==> config.mk <==
export PLATFORM = sky130hd
export DESIGN_NAME = lpi_hpp_scanner
export DESIGN_NICKNAME = d
export VERILOG_FILES = /design/src/rtl/lpi_scan_pkg.sv /design/src/rtl/lpi_low_bit.sv /design/src/rtl/lpi_cfg_decode.sv /design/src/rtl/lpi_best_track.sv /design/src/rtl/lpi_hpp_scanner.sv
export SDC_FILE = /design/constraint.sdc
export NUM_CORES = 1
export LEC_CHECK = 0
export CAP_MARGIN = 10
export CORE_AREA = 5 5 145 182
export DETAILED_ROUTE_END_ITERATION = 12
export DIE_AREA = 0 0 150 187
export GPL_ROUTABILITY_DRIVEN = 0
export PLACE_DENSITY = 0.6
export SLEW_MARGIN = 40
export SYNTH_ARGS = -nofsm -noshare
export SYNTH_HDL_FRONTEND = slang
export SYNTH_SLANG_ARGS = --single-unit
==> constraint.sdc <==
create_clock -name clk_i -period 5.18 [get_ports clk_i]
set_input_delay 0.777 -clock clk_i [delete_from_list [all_inputs] [get_ports clk_i]]
set_output_delay 0.777 -clock clk_i [all_outputs]
set_load 0.02 [all_outputs]
==> src/rtl/lpi_scan_pkg.sv <==
package lpi_scan_pkg;
   typedef enum logic [3:0] {
      S_IDLE,
      S_PRD,
      S_PWAIT,
      S_BITS,
      S_CRD,
      S_CWAIT,
      S_URD,
      S_UWAIT,
      S_UWR,
      S_FIN
   } scan_st_e;

   localparam logic [7:0] PRIO_NONE = 8'hFF;
endpackage

==> src/rtl/lpi_low_bit.sv <==
module lpi_low_bit #(
   parameter int W = 8,
   localparam int IW = $clog2(W)
) (
   input  logic [W-1:0]  vec_i,
   output logic [IW-1:0] idx_o
);
   always_comb begin
      idx_o = '0;
      for (int i = W - 1; i >= 0; i--) begin
         if (vec_i[i]) idx_o = IW'(i);
      end
   end
endmodule

==> src/rtl/lpi_cfg_decode.sv <==
module lpi_cfg_decode #(
   parameter logic [7:0] PRIO_MASK = 8'hFC
) (
   input  logic [7:0] cfg_i,
   input  logic       sec_off_i,
   output logic       en_o,
   output logic [7:0] prio_o
);
   logic [7:0] masked;

   assign masked = cfg_i & PRIO_MASK;
   assign en_o   = cfg_i[0];
   assign prio_o = sec_off_i ? masked : {1'b1, masked[7:1]};
endmodule

==> src/rtl/lpi_best_track.sv <==
module lpi_best_track
   import lpi_scan_pkg::*;
#(
   parameter int IDW = 16
) (
   input  logic           clk_i,
   input  logic           rst_ni,
   input  logic           clr_i,
   input  logic           cand_v_i,
   input  logic [IDW-1:0] cand_id_i,
   input  logic [7:0]     cand_prio_i,
   output logic [IDW-1:0] id_o,
   output logic [7:0]     prio_o
);
   logic wins;

   assign wins = (cand_prio_i < prio_o) ||
                 ((cand_prio_i == prio_o) && (cand_id_i <= id_o));

   always_ff @(posedge clk_i or negedge rst_ni) begin
      if (!rst_ni) begin
         prio_o <= PRIO_NONE;
         id_o   <= '0;
      end else if (clr_i) begin
         prio_o <= PRIO_NONE;
      end else if (cand_v_i && wins) begin
         prio_o <= cand_prio_i;
         id_o   <= cand_id_i;
      end
   end

   // a rescan start leaves no best
   a_r2_clr_none: assert property (@(posedge clk_i) disable iff (!rst_ni)
      clr_i |=> prio_o == PRIO_NONE);

   // a candidate never makes the best worse
   a_r6_no_worse: assert property (@(posedge clk_i) disable iff (!rst_ni)
      (cand_v_i && !clr_i) |=> prio_o <= $past(prio_o));
endmodule

==> src/rtl/lpi_hpp_scanner.sv <==
module lpi_hpp_scanner
   import lpi_scan_pkg::*;
#(
   parameter int AW       = 32,
   parameter int IDW      = 16,
   parameter int IDBW     = 5,
   parameter int MAX_IDB  = 15,
   parameter int LPI_BASE = 8192
) (
   input  logic            clk_i,
   input  logic            rst_ni,
   input  logic [AW-1:0]   prop_base_i,
   input  logic [AW-1:0]   pend_base_i,
   input  logic [IDBW-1:0] id_bits_i,
   input  logic            lpi_on_i,
   input  logic            sec_off_i,
   input  logic            rescan_i,
   input  logic            upd_valid_i,
   input  logic [IDW-1:0]  upd_id_i,
   input  logic            upd_set_i,
   output logic            upd_ready_o,
   output logic            rd_req_o,
   output logic [AW-1:0]   rd_addr_o,
   input  logic            rd_valid_i,
   input  logic [7:0]      rd_data_i,
   output logic            wr_en_o,
   output logic [AW-1:0]   wr_addr_o,
   output logic [7:0]      wr_data_o,
   output logic            busy_o,
   output logic            done_o,
   output logic [IDW-1:0]  best_id_o,
   output logic [7:0]      best_prio_o
);
   localparam int BW = IDW - 3;
   localparam logic [BW-1:0]   FIRST_BYTE = BW'(LPI_BASE / 8);
   localparam logic [IDW:0]    BASE_W     = (IDW + 1)'(LPI_BASE);
   localparam logic [IDBW-1:0] MAX_F      = IDBW'(MAX_IDB);

   generate
      if (MAX_IDB + 1 > IDW) begin : g_bad_idw
         $error("IDW too narrow for MAX_IDB");
      end
      if (MAX_IDB >= (1 << IDBW)) begin : g_bad_idbw
         $error("IDBW too narrow for MAX_IDB");
      end
      if ((LPI_BASE % 8) != 0 || LPI_BASE >= (1 << IDW)) begin : g_bad_base
         $error("LPI_BASE must be byte aligned and below 2**IDW");
      end
   endgenerate

   scan_st_e       st_q;
   logic [BW-1:0]  byte_q, last_q;
   logic [7:0]     pbyte_q;
   logic [IDW-1:0] cur_id_q;
   logic           lvl_q, scan_mode_q, rd_out_q;

   // table geometry from the live configuration
   logic [IDBW-1:0] eff_idb;
   logic [IDW:0]    id_cnt;
   logic [BW-1:0]   last_byte_c;
   logic            gate_ok, upd_in_range, scan_nonempty;

   assign eff_idb       = (id_bits_i > MAX_F) ? MAX_F : id_bits_i;
   assign id_cnt        = (IDW + 1)'(1) << ({1'b0, eff_idb} + (IDBW + 1)'(1));
   assign last_byte_c   = BW'((id_cnt >> 3) - (IDW + 1)'(1));
   assign gate_ok       = lpi_on_i && (|prop_base_i) && (|pend_base_i);
   assign upd_in_range  = ({1'b0, upd_id_i} < id_cnt) && ({1'b0, upd_id_i} >= BASE_W);
   assign scan_nonempty = id_cnt > BASE_W;

   logic [2:0] low_idx;
   lpi_low_bit #(.W(8)) u_low (
      .vec_i (pbyte_q),
      .idx_o (low_idx)
   );

   logic       cfg_en;
   logic [7:0] cfg_prio;
   lpi_cfg_decode #(.PRIO_MASK(8'hFC)) u_dec (
      .cfg_i     (rd_data_i),
      .sec_off_i (sec_off_i),
      .en_o      (cfg_en),
      .prio_o    (cfg_prio)
   );

   logic cand_v, clr_best, clear_hits_best;
   assign cand_v          = (st_q == S_CWAIT) && rd_valid_i && cfg_en;
   assign clear_hits_best = (st_q == S_UWR) && !lvl_q && (cur_id_q == best_id_o);
   assign clr_best        = ((st_q == S_IDLE) && rescan_i && gate_ok) || clear_hits_best;

   lpi_best_track #(.IDW(IDW)) u_best (
      .clk_i       (clk_i),
      .rst_ni      (rst_ni),
      .clr_i       (clr_best),
      .cand_v_i    (cand_v),
      .cand_id_i   (cur_id_q),
      .cand_prio_i (cfg_prio),
      .id_o        (best_id_o),
      .prio_o      (best_prio_o)
   );

   logic [7:0] upd_byte;
   always_comb begin
      upd_byte = rd_data_i;
      upd_byte[cur_id_q[2:0]] = lvl_q;
   end

   always_ff @(posedge clk_i or negedge rst_ni) begin
      if (!rst_ni) begin
         st_q        <= S_IDLE;
         byte_q      <= '0;
         last_q      <= '0;
         pbyte_q     <= '0;
         cur_id_q    <= '0;
         lvl_q       <= 1'b0;
         scan_mode_q <= 1'b0;
      end else begin
         unique case (st_q)
            S_IDLE: begin
               if (rescan_i) begin
                  byte_q <= FIRST_BYTE;
                  last_q <= last_byte_c;
                  st_q   <= (gate_ok && scan_nonempty) ? S_PRD : S_FIN;
               end else if (upd_valid_i) begin
                  cur_id_q <= upd_id_i;
                  lvl_q    <= upd_set_i;
                  st_q     <= (gate_ok && upd_in_range) ? S_URD : S_FIN;
               end
            end
            S_PRD:   st_q <= S_PWAIT;
            S_PWAIT: if (rd_valid_i) begin
               pbyte_q <= rd_data_i;
               st_q    <= S_BITS;
            end
            S_BITS: begin
               if (pbyte_q == 8'd0) begin
                  if (byte_q == last_q) begin
                     st_q <= S_FIN;
                  end else begin
                     byte_q <= byte_q + BW'(1);
                     st_q   <= S_PRD;
                  end
               end else begin
                  cur_id_q    <= {byte_q, low_idx};
                  pbyte_q     <= pbyte_q & ~(8'd1 << low_idx);
                  scan_mode_q <= 1'b1;
                  st_q        <= S_CRD;
               end
            end
            S_CRD:   st_q <= S_CWAIT;
            S_CWAIT: if (rd_valid_i) st_q <= scan_mode_q ? S_BITS : S_FIN;
            S_URD:   st_q <= S_UWAIT;
            S_UWAIT: if (rd_valid_i) begin
               if (rd_data_i[cur_id_q[2:0]] == lvl_q) begin
                  st_q <= S_FIN;
               end else begin
                  pbyte_q <= upd_byte;
                  st_q    <= S_UWR;
               end
            end
            S_UWR: begin
               if (lvl_q) begin
                  scan_mode_q <= 1'b0;
                  st_q        <= S_CRD;
               end else if (clear_hits_best) begin
                  byte_q <= FIRST_BYTE;
                  last_q <= last_byte_c;
                  st_q   <= S_PRD;
               end else begin
                  st_q <= S_FIN;
               end
            end
            S_FIN:   st_q <= S_IDLE;
            default: st_q <= S_IDLE;
         endcase
      end
   end

   always_comb begin
      rd_req_o  = 1'b0;
      rd_addr_o = '0;
      unique case (st_q)
         S_PRD: begin
            rd_req_o  = 1'b1;
            rd_addr_o = pend_base_i + AW'(byte_q);
         end
         S_CRD: begin
            rd_req_o  = 1'b1;
            rd_addr_o = prop_base_i + AW'(cur_id_q - IDW'(LPI_BASE));
         end
         S_URD: begin
            rd_req_o  = 1'b1;
            rd_addr_o = pend_base_i + AW'(cur_id_q[IDW-1:3]);
         end
         default: ;
      endcase
   end

   assign wr_en_o     = (st_q == S_UWR);
   assign wr_addr_o   = pend_base_i + AW'(cur_id_q[IDW-1:3]);
   assign wr_data_o   = pbyte_q;
   assign busy_o      = (st_q != S_IDLE);
   assign done_o      = (st_q == S_FIN);
   assign upd_ready_o = (st_q == S_IDLE);

   always_ff @(posedge clk_i or negedge rst_ni) begin
      if (!rst_ni)         rd_out_q <= 1'b0;
      else if (rd_req_o)   rd_out_q <= 1'b1;
      else if (rd_valid_i) rd_out_q <= 1'b0;
   end

   // a single read in flight
   a_r13_one_read: assert property (@(posedge clk_i) disable iff (!rst_ni)
      rd_req_o |-> !rd_out_q);

   // the done pulse returns the block to idle
   a_r12_done_idle: assert property (@(posedge clk_i) disable iff (!rst_ni)
      done_o |=> !busy_o);

   // a bitmap write always follows a read response
   a_r9_write_after_read: assert property (@(posedge clk_i) disable iff (!rst_ni)
      wr_en_o |-> $past(rd_valid_i));

   // with security on, every candidate priority has its top bit set
   a_r3_ns_msb: assert property (@(posedge clk_i) disable iff (!rst_ni)
      (cand_v && !sec_off_i) |-> cfg_prio[7]);
endmodule

# Yosys cells after proc, flatten, opt, wreduce, memory -nomap -nowiden
# Cells that the tools add are included.
# totals
register_bits	80
inputBits	101
out_inout_bits	101
word_cells	149
# classes
n_addsub	7
order_cmp	8
eq_ne	27
shifts	2
n_mux	55
bitwise	4
n_reduce_logical	37
# ops
cell	count
13-bit 2-to-1 mux	8
32-bit one-hot mux with 3 select lines	1
32-bit by 13-bit adder with 32-bit output	2
32-bit OR reduction	2
8-bit 2-to-1 mux	7
16-bit 2-to-1 mux	3
4-bit 2-to-1 mux	12
13-bit one-hot mux with 3 select lines	1
4-bit one-hot mux with 9 select lines	1
32-bit adder	1
16-bit one-hot mux with 2 select lines	1
13-bit one-hot mux with 2 select lines	1
3-bit 2-to-1 mux	8
8-bit one-hot mux with 3 select lines	1
2-bit inequality test, second input constant	11
17-bit by 14-bit > comparator with 1-bit output, second input constant	1
16-bit by 17-bit < comparator with 1-bit output	1
1-bit by 6-bit << shifter with 17-bit output, first input constant	1
16-bit by 14-bit subtractor with 17-bit output, second input constant	1
16-bit == test	1
4-bit by 3-bit == test with 1-bit output, second input constant	4
16-bit by 14-bit >= comparator with 1-bit output, second input constant	1
16-bit less-or-equal comparator	1
1-bit logical AND	14
other kinds (38)	55

# Depth between registers and ports, before layout
# depth
word_depth	13
depth_mapped	14
mapped_depth_nobuf	13

# Modules after synthesis
# From an unflattened synthesis, not the netlist that was laid out.
# hier_totals
cells_unflattened	1308
area_unflattened_um2	10143.5
# modules_own_cells
module	n_inst	cells_each	area_each_um2	seq_area_each_um2
lpi_hpp_scanner	1	1132	8363.0	1401.3
lpi_best_track	1	153	1579.0	610.6
lpi_cfg_decode	1	11	117.6	0.0
lpi_low_bit	1	12	83.8	0.0

# Least setup slack after synthesis
# OpenSTA, ideal clock, no wires.
# synth_path
path_type	reg-to-output
start	reg cur_id_q[13]
end	out rd_addr_o[29]
arrival_time_ns	3.613
required_ns	4.403
setup_slack_ns	0.790
path_stages_with_launch	11
path_buffers	0
path_cell_list	dfrtp_1 -> nor3_1 -> ha_1 -> a21o_1 -> a21oi_1 -> nor2b_1 -> a311oi_1 -> o31a_1 -> o21ai_0 -> xnor2_1 -> o21ai_0
# synth_via
elab_chain_cells	3
word_cells_on_any_way	4
classes_between	add/sub (3); mux (1)
# synth_lines
item	line	source
from (decl)	lpi_hpp_scanner.sv:54	logic [IDW-1:0] cur_id_q;
from (signal assigned)	lpi_hpp_scanner.sv:124	cur_id_q <= upd_id_i;
from (signal assigned)	lpi_hpp_scanner.sv:143	cur_id_q <= {byte_q, low_idx};
16-bit by 14-bit subtractor with 17-bit output	lpi_hpp_scanner.sv:188	rd_addr_o = prop_base_i + AW'(cur_id_q - IDW'(LPI_BASE));
32-bit adder	lpi_hpp_scanner.sv:188	
32-bit one-hot mux with 3 select lines *	lpi_hpp_scanner.sv:181	unique case (st_q)
to (decl)	lpi_hpp_scanner.sv:23	output logic [AW-1:0] rd_addr_o,
# Mark *: on every way between the ends. The rest lies on a longest branch, timed or not.

# Final worst setup path
# layout_path
start	in prop_base_i[0]
end	out rd_addr_o[22]
# layout_via
elab_chain_cells	2
# layout_lines
item	line	source
from (decl)	lpi_hpp_scanner.sv:12	input logic [AW-1:0] prop_base_i,
32-bit adder	lpi_hpp_scanner.sv:188	
32-bit one-hot mux with 3 select lines	lpi_hpp_scanner.sv:181	
# No other way between the ends.

==> impl_metrics.py <==
metrics = {
    "cts": {
        "postCtsHoldBufs": 0,
        "worst_skew_pair.late_latency_ns": 0.34,
        "clock_tree_from_tritoncts": "yes",
        "h-tree-depth": 3,
        "cts_buffers": 9,
        "setup_fix_bufs_post_cts": 0,
        "clk_root_buffer_cell": "sky130_fd_sc_hd__clkbuf_16",
        "clk_pin_slew_ns": 0.06,
        "numClockSinks": 80,
        "cts.path.max_buffers": 2,
    },
    "yosys": {
        "synth-warning-count": 0,
        "syn_nets": 1415,
        "leading_register_cell_type_out_of_synthesis": "sky130_fd_sc_hd__dfrtp_1",
        "synth.most_common_cell": "sky130_fd_sc_hd__nand2_1",
        "ys_top_cells_by_area": "sky130_fd_sc_hd__dfrtp_1 (19%), sky130_fd_sc_hd__ha_1 (13%), sky130_fd_sc_hd__o21ai_0 (5.7%)",
        "synth_cell_types": 75,
        "yosysTopAreaCell": "sky130_fd_sc_hd__dfrtp_1",
        "synth_enable_flop_cells": 0,
        "synth_area_mm2": 0.00961,
        "synth_seq_area_share_pct": 20.9,
        "cells_after_synthesis": 1213,
        "yosys-top-cells-count": "sky130_fd_sc_hd__nand2_1 (122), sky130_fd_sc_hd__o21ai_0 (110), sky130_fd_sc_hd__ha_1 (98)",
        "synthDominantCellAreaShare_pct": 18.8,
        "async_flop_share_pct": 100,
        "synthesis_stage_register_bit_count": 80,
        "postSynthAreaPerCell_um2": 7.92,
    },
    "timing": {
        "skew_ns": 0.00813,
        "final_setup_tns_ns": 0,
        "timing.fmax_mhz": 195,
        "hold_violations": 0,
        "hold_ws_ns": 0.386,
        "final.min_clock_period_ns": 5.12,
        "setup_repair_after_global_routing_missed_its_margin": "true",
        "max_slew.worst_pin.slew_ns": 0.720,
        "max-slew-margin-rel_pct": 52.0,
        "setup_violations": 0,
        "max_slew_violations": 0,
        "layout_worst_path_cycle_share_pct": 98.9,
    },
    "placement": {
        "placed_area_mm2": 0.0121,
        "io_buffer_count": 201,
        "detailed_placer_s_ending_hpwl_mm": 29.1,
    },
    "routing": {
        "route.detailed.vias_per_inst": 5.77,
        "antenna_violating_nets_post_route": 0,
        "initialDrtViolationCount": 572,
        "drc": 0,
        "average_detailed_routed_wire_length_per_instance_um": 20.4,
        "via_total_after_detailed_routing": 10100,
        "totalWireLength_mm": 35.8,
        "drt_first_pass_iters": 5,
    },
    "flow_run": {
        "max-cap-violations": 0,
    },
    "power_and_ir_drop": {
        "power.leakage_nw": 5.44,
        "sw_frac_of_total_pct": 49.9,
        "seq_power_share_pct": 18.4,
        "power.share.clock_pct": 9.4,
        "cell_internal_pwr_mw": 3.33,
        "total_power_mw": 6.64,
        "comb_power_share_pct": 72.2,
        "switchingPower_mw": 3.31,
        "cellPowerDensity_mw_per_mm2": 532,
        "vdd_drop_max_uv": 372,
    },
    "die": {
        "die_w_um": 150,
        "initial_util_pct": 39.5,
        "core-area_mm2": 0.0243,
        "die_height_um": 187,
        "fp-row-count": 64,
        "top_level_ports": 202,
        "die_area_mm2": 0.0281,
    },
    "global_route": {
        "grt_pass1_wl_mm": 55.4,
        "grt_use_total_pct": 24.7,
        "gr-usage-met3_pct": 2.81,
        "busiest_layer": "met2",
        "maximum_number_of_pins_on_one_net_before_global_route_repair": 47,
        "via_count_of_the_first_global_routing_pass": 10100,
        "antenna_found_initial": 0,
        "grtUsageMet1_pct": 29.6,
        "use_met2_pct": 44.6,
        "grt.overflow.total": 0,
    },
    "layout": {
        "post_route_cells_drive_above_1_share_pct": 9.06,
        "finalInstanceArea_mm2": 0.0125,
        "n_fill_cell": 2413,
        "synthToLayoutAreaGrowth_pct": 29.9,
        "num_antenna_cells": 0,
        "post_route_utilization_pct": 51.3,
        "finish.net_count": 1621,
    },
    "setup_path": {
        "crit_chain": "clkdlybuf4s50_1 -> ha_1 -> fa_1 -> a211oi_1 -> o21bai_1 -> o41ai_2 -> o41ai_2 -> a31oi_1 -> nor2_1 -> o311ai_1 -> buf_4 -> o311ai_0 -> buf_4 -> clkdlybuf4s50_1",
        "reg2reg_to": "byte_q[12]",
        "crit-reg2reg-launch": "cur_id_q[15]",
        "critical_path.startpoint_type": "input port",
        "ff2ff_setup_slack_ns": 1.46,
        "worst_r2r_path_depth": 9,
        "max_stage_delay_ns": 0.54,
        "critical-path-slowest-cell": "sky130_fd_sc_hd__clkdlybuf4s50_1",
        "worstPathArrival_ns": 4.34,
        "setup.worst_path.class": "in -> out",
        "setup.worst_path.end_class": "output pin",
        "crit_fanout": 3,
        "setup.worst_path.start": "prop_base_i[0]",
        "endpoint": "rd_addr_o[22]",
        "worstPathRequired_ns": 4.40,
    },
    "min_path": {
        "hold_path.class": "in -> async",
    },
    "outcome": {
        "outcome": "finished, final reports clean",
    },
}
[worst min path at each step]
| stage | start | to | slack [ns] | depth (start not counted) |
|---|---|---|---|---|
| finish | rst_ni | last_q[10] | 0.39 | 1 |
| global route | rst_ni | byte_q[10] | 0.43 | 1 |
| CTS | rst_ni | last_q[8] | 0.40 | 1 |
| detailed placement | last_q[10] | last_q[10] | 0.49 | 2 |
| global placement | last_q[5] | last_q[5] | 0.48 | 2 |
| floorplan | last_q[10] | last_q[10] | 0.47 | 2 |
[registers in the layout, indices dropped and copies added, names as in the netlist]
signal,flops
lvl_q,1
cur_id_q,16
st_q,4
scan_mode_q,1
u_best.id_o,16
wr_data_o,8
last_q,13
u_best.prio_o,8
byte_q,13
[area by class of cell]
cell class	count	area [um2]	area share (%)
Clock inverter	2	12.5	0.100
Inverter	49	184	1.47
Clock buffer	14	274	2.20
Timing Repair Buffer	246	2370	19.0
Multi-Input combinational cell	1033	7220	57.8
Tap cell	330	413	3.31
Sequential cell	80	2010	16.1
[routing by layer]
| metal | share of wire, % | vias to the layer above |
|---|---|---|
| li1 | - | 4915 |
| met3 | 6.0 | 64 |
| met2 | 50 | 373 |
| met5 | 0 | - |
| met4 | 3.7 | 0 |
| met1 | 40 | 4762 |
[power by group through the flow]
stage	Combinational [mW]	Clock (mW)	Sequential [mW]
5_1_grt	5.20	0.658	1.26
6_report	4.80	0.623	1.22
3_3_place_gp	4.71	0	1.23
3_5_place_dp	4.73	0	1.24
2_1_floorplan	2.91	0	1.19
4_1_cts	4.77	0.630	1.23
[stage by stage]
step / setup WS [ns] / cells
3_3_place_gp: 0.0256 / 1738
6_report: 0.0589 / 1754
4_1_cts: 0.0155 / 1754
3_5_place_dp: -0.0402 / 1738
2_1_floorplan: 0.790 / 1213
5_1_grt: -0.122 / 1754
[placed cells by master (no fill, tap or decap), types with 7 or more instances in the layout]
cell and count:
sky130_fd_sc_hd__a211oi_1 17, sky130_fd_sc_hd__a22oi_1 12, sky130_fd_sc_hd__mux2_2 16, sky130_fd_sc_hd__o21ai_0 109, sky130_fd_sc_hd__dlymetal6s2s_1 9, sky130_fd_sc_hd__mux2_4 17
sky130_fd_sc_hd__xor2_1 45, sky130_fd_sc_hd__nor2_1 86, sky130_fd_sc_hd__clkdlybuf4s50_1 191, sky130_fd_sc_hd__dfrtp_1 72, sky130_fd_sc_hd__or3_1 8, sky130_fd_sc_hd__a31oi_1 12
sky130_fd_sc_hd__nor4_1 21, sky130_fd_sc_hd__o31ai_1 15, sky130_fd_sc_hd__nand4_1 19, sky130_fd_sc_hd__inv_1 48, sky130_fd_sc_hd__a21o_1 32, sky130_fd_sc_hd__nand2_1 122
sky130_fd_sc_hd__o211ai_1 9, sky130_fd_sc_hd__a22o_1 15, sky130_fd_sc_hd__buf_4 46, sky130_fd_sc_hd__and3_1 14, sky130_fd_sc_hd__nor3_1 34, sky130_fd_sc_hd__o21bai_1 7
sky130_fd_sc_hd__ha_1 98, sky130_fd_sc_hd__dfstp_2 8, sky130_fd_sc_hd__o21a_1 15, sky130_fd_sc_hd__nand2b_1 11, sky130_fd_sc_hd__nand3_1 42, sky130_fd_sc_hd__nor2b_1 21
sky130_fd_sc_hd__clkbuf_16 9, sky130_fd_sc_hd__xnor2_1 43, sky130_fd_sc_hd__mux2i_1 21, sky130_fd_sc_hd__a21oi_1 79
[kinds of logic (layout without fill, tap and decap cells)]
kind of cell / Yosys count / in the layout / share of synthesized area [%]
mux: 54 / 54 / 6.72
simple gates: 407 / 407 / 20.6
xor+xnor: 88 / 88 / 8.02
buf+inv: 100 / 311 / 4.45
compound gates: 383 / 383 / 25.9
fa+ha+maj: 101 / 101 / 13.4
flops: 80 / 80 / 20.9
[timing repair]
action,4_1_cts,5_1_grt
pin swaps,0,0
gates cloned,0,0
gates resized for setup,2,14
endpoints found under the setup margin,2,19
[worst max-delay path, delay by kind of cell]
family	cells	cell delay, ns
compound gates	7	1.54
buf+inv	4	1.33
fa+ha+maj	2	0.64
simple gates	1	0.06
No activity file was read; power rests on OpenSTA's default activity.
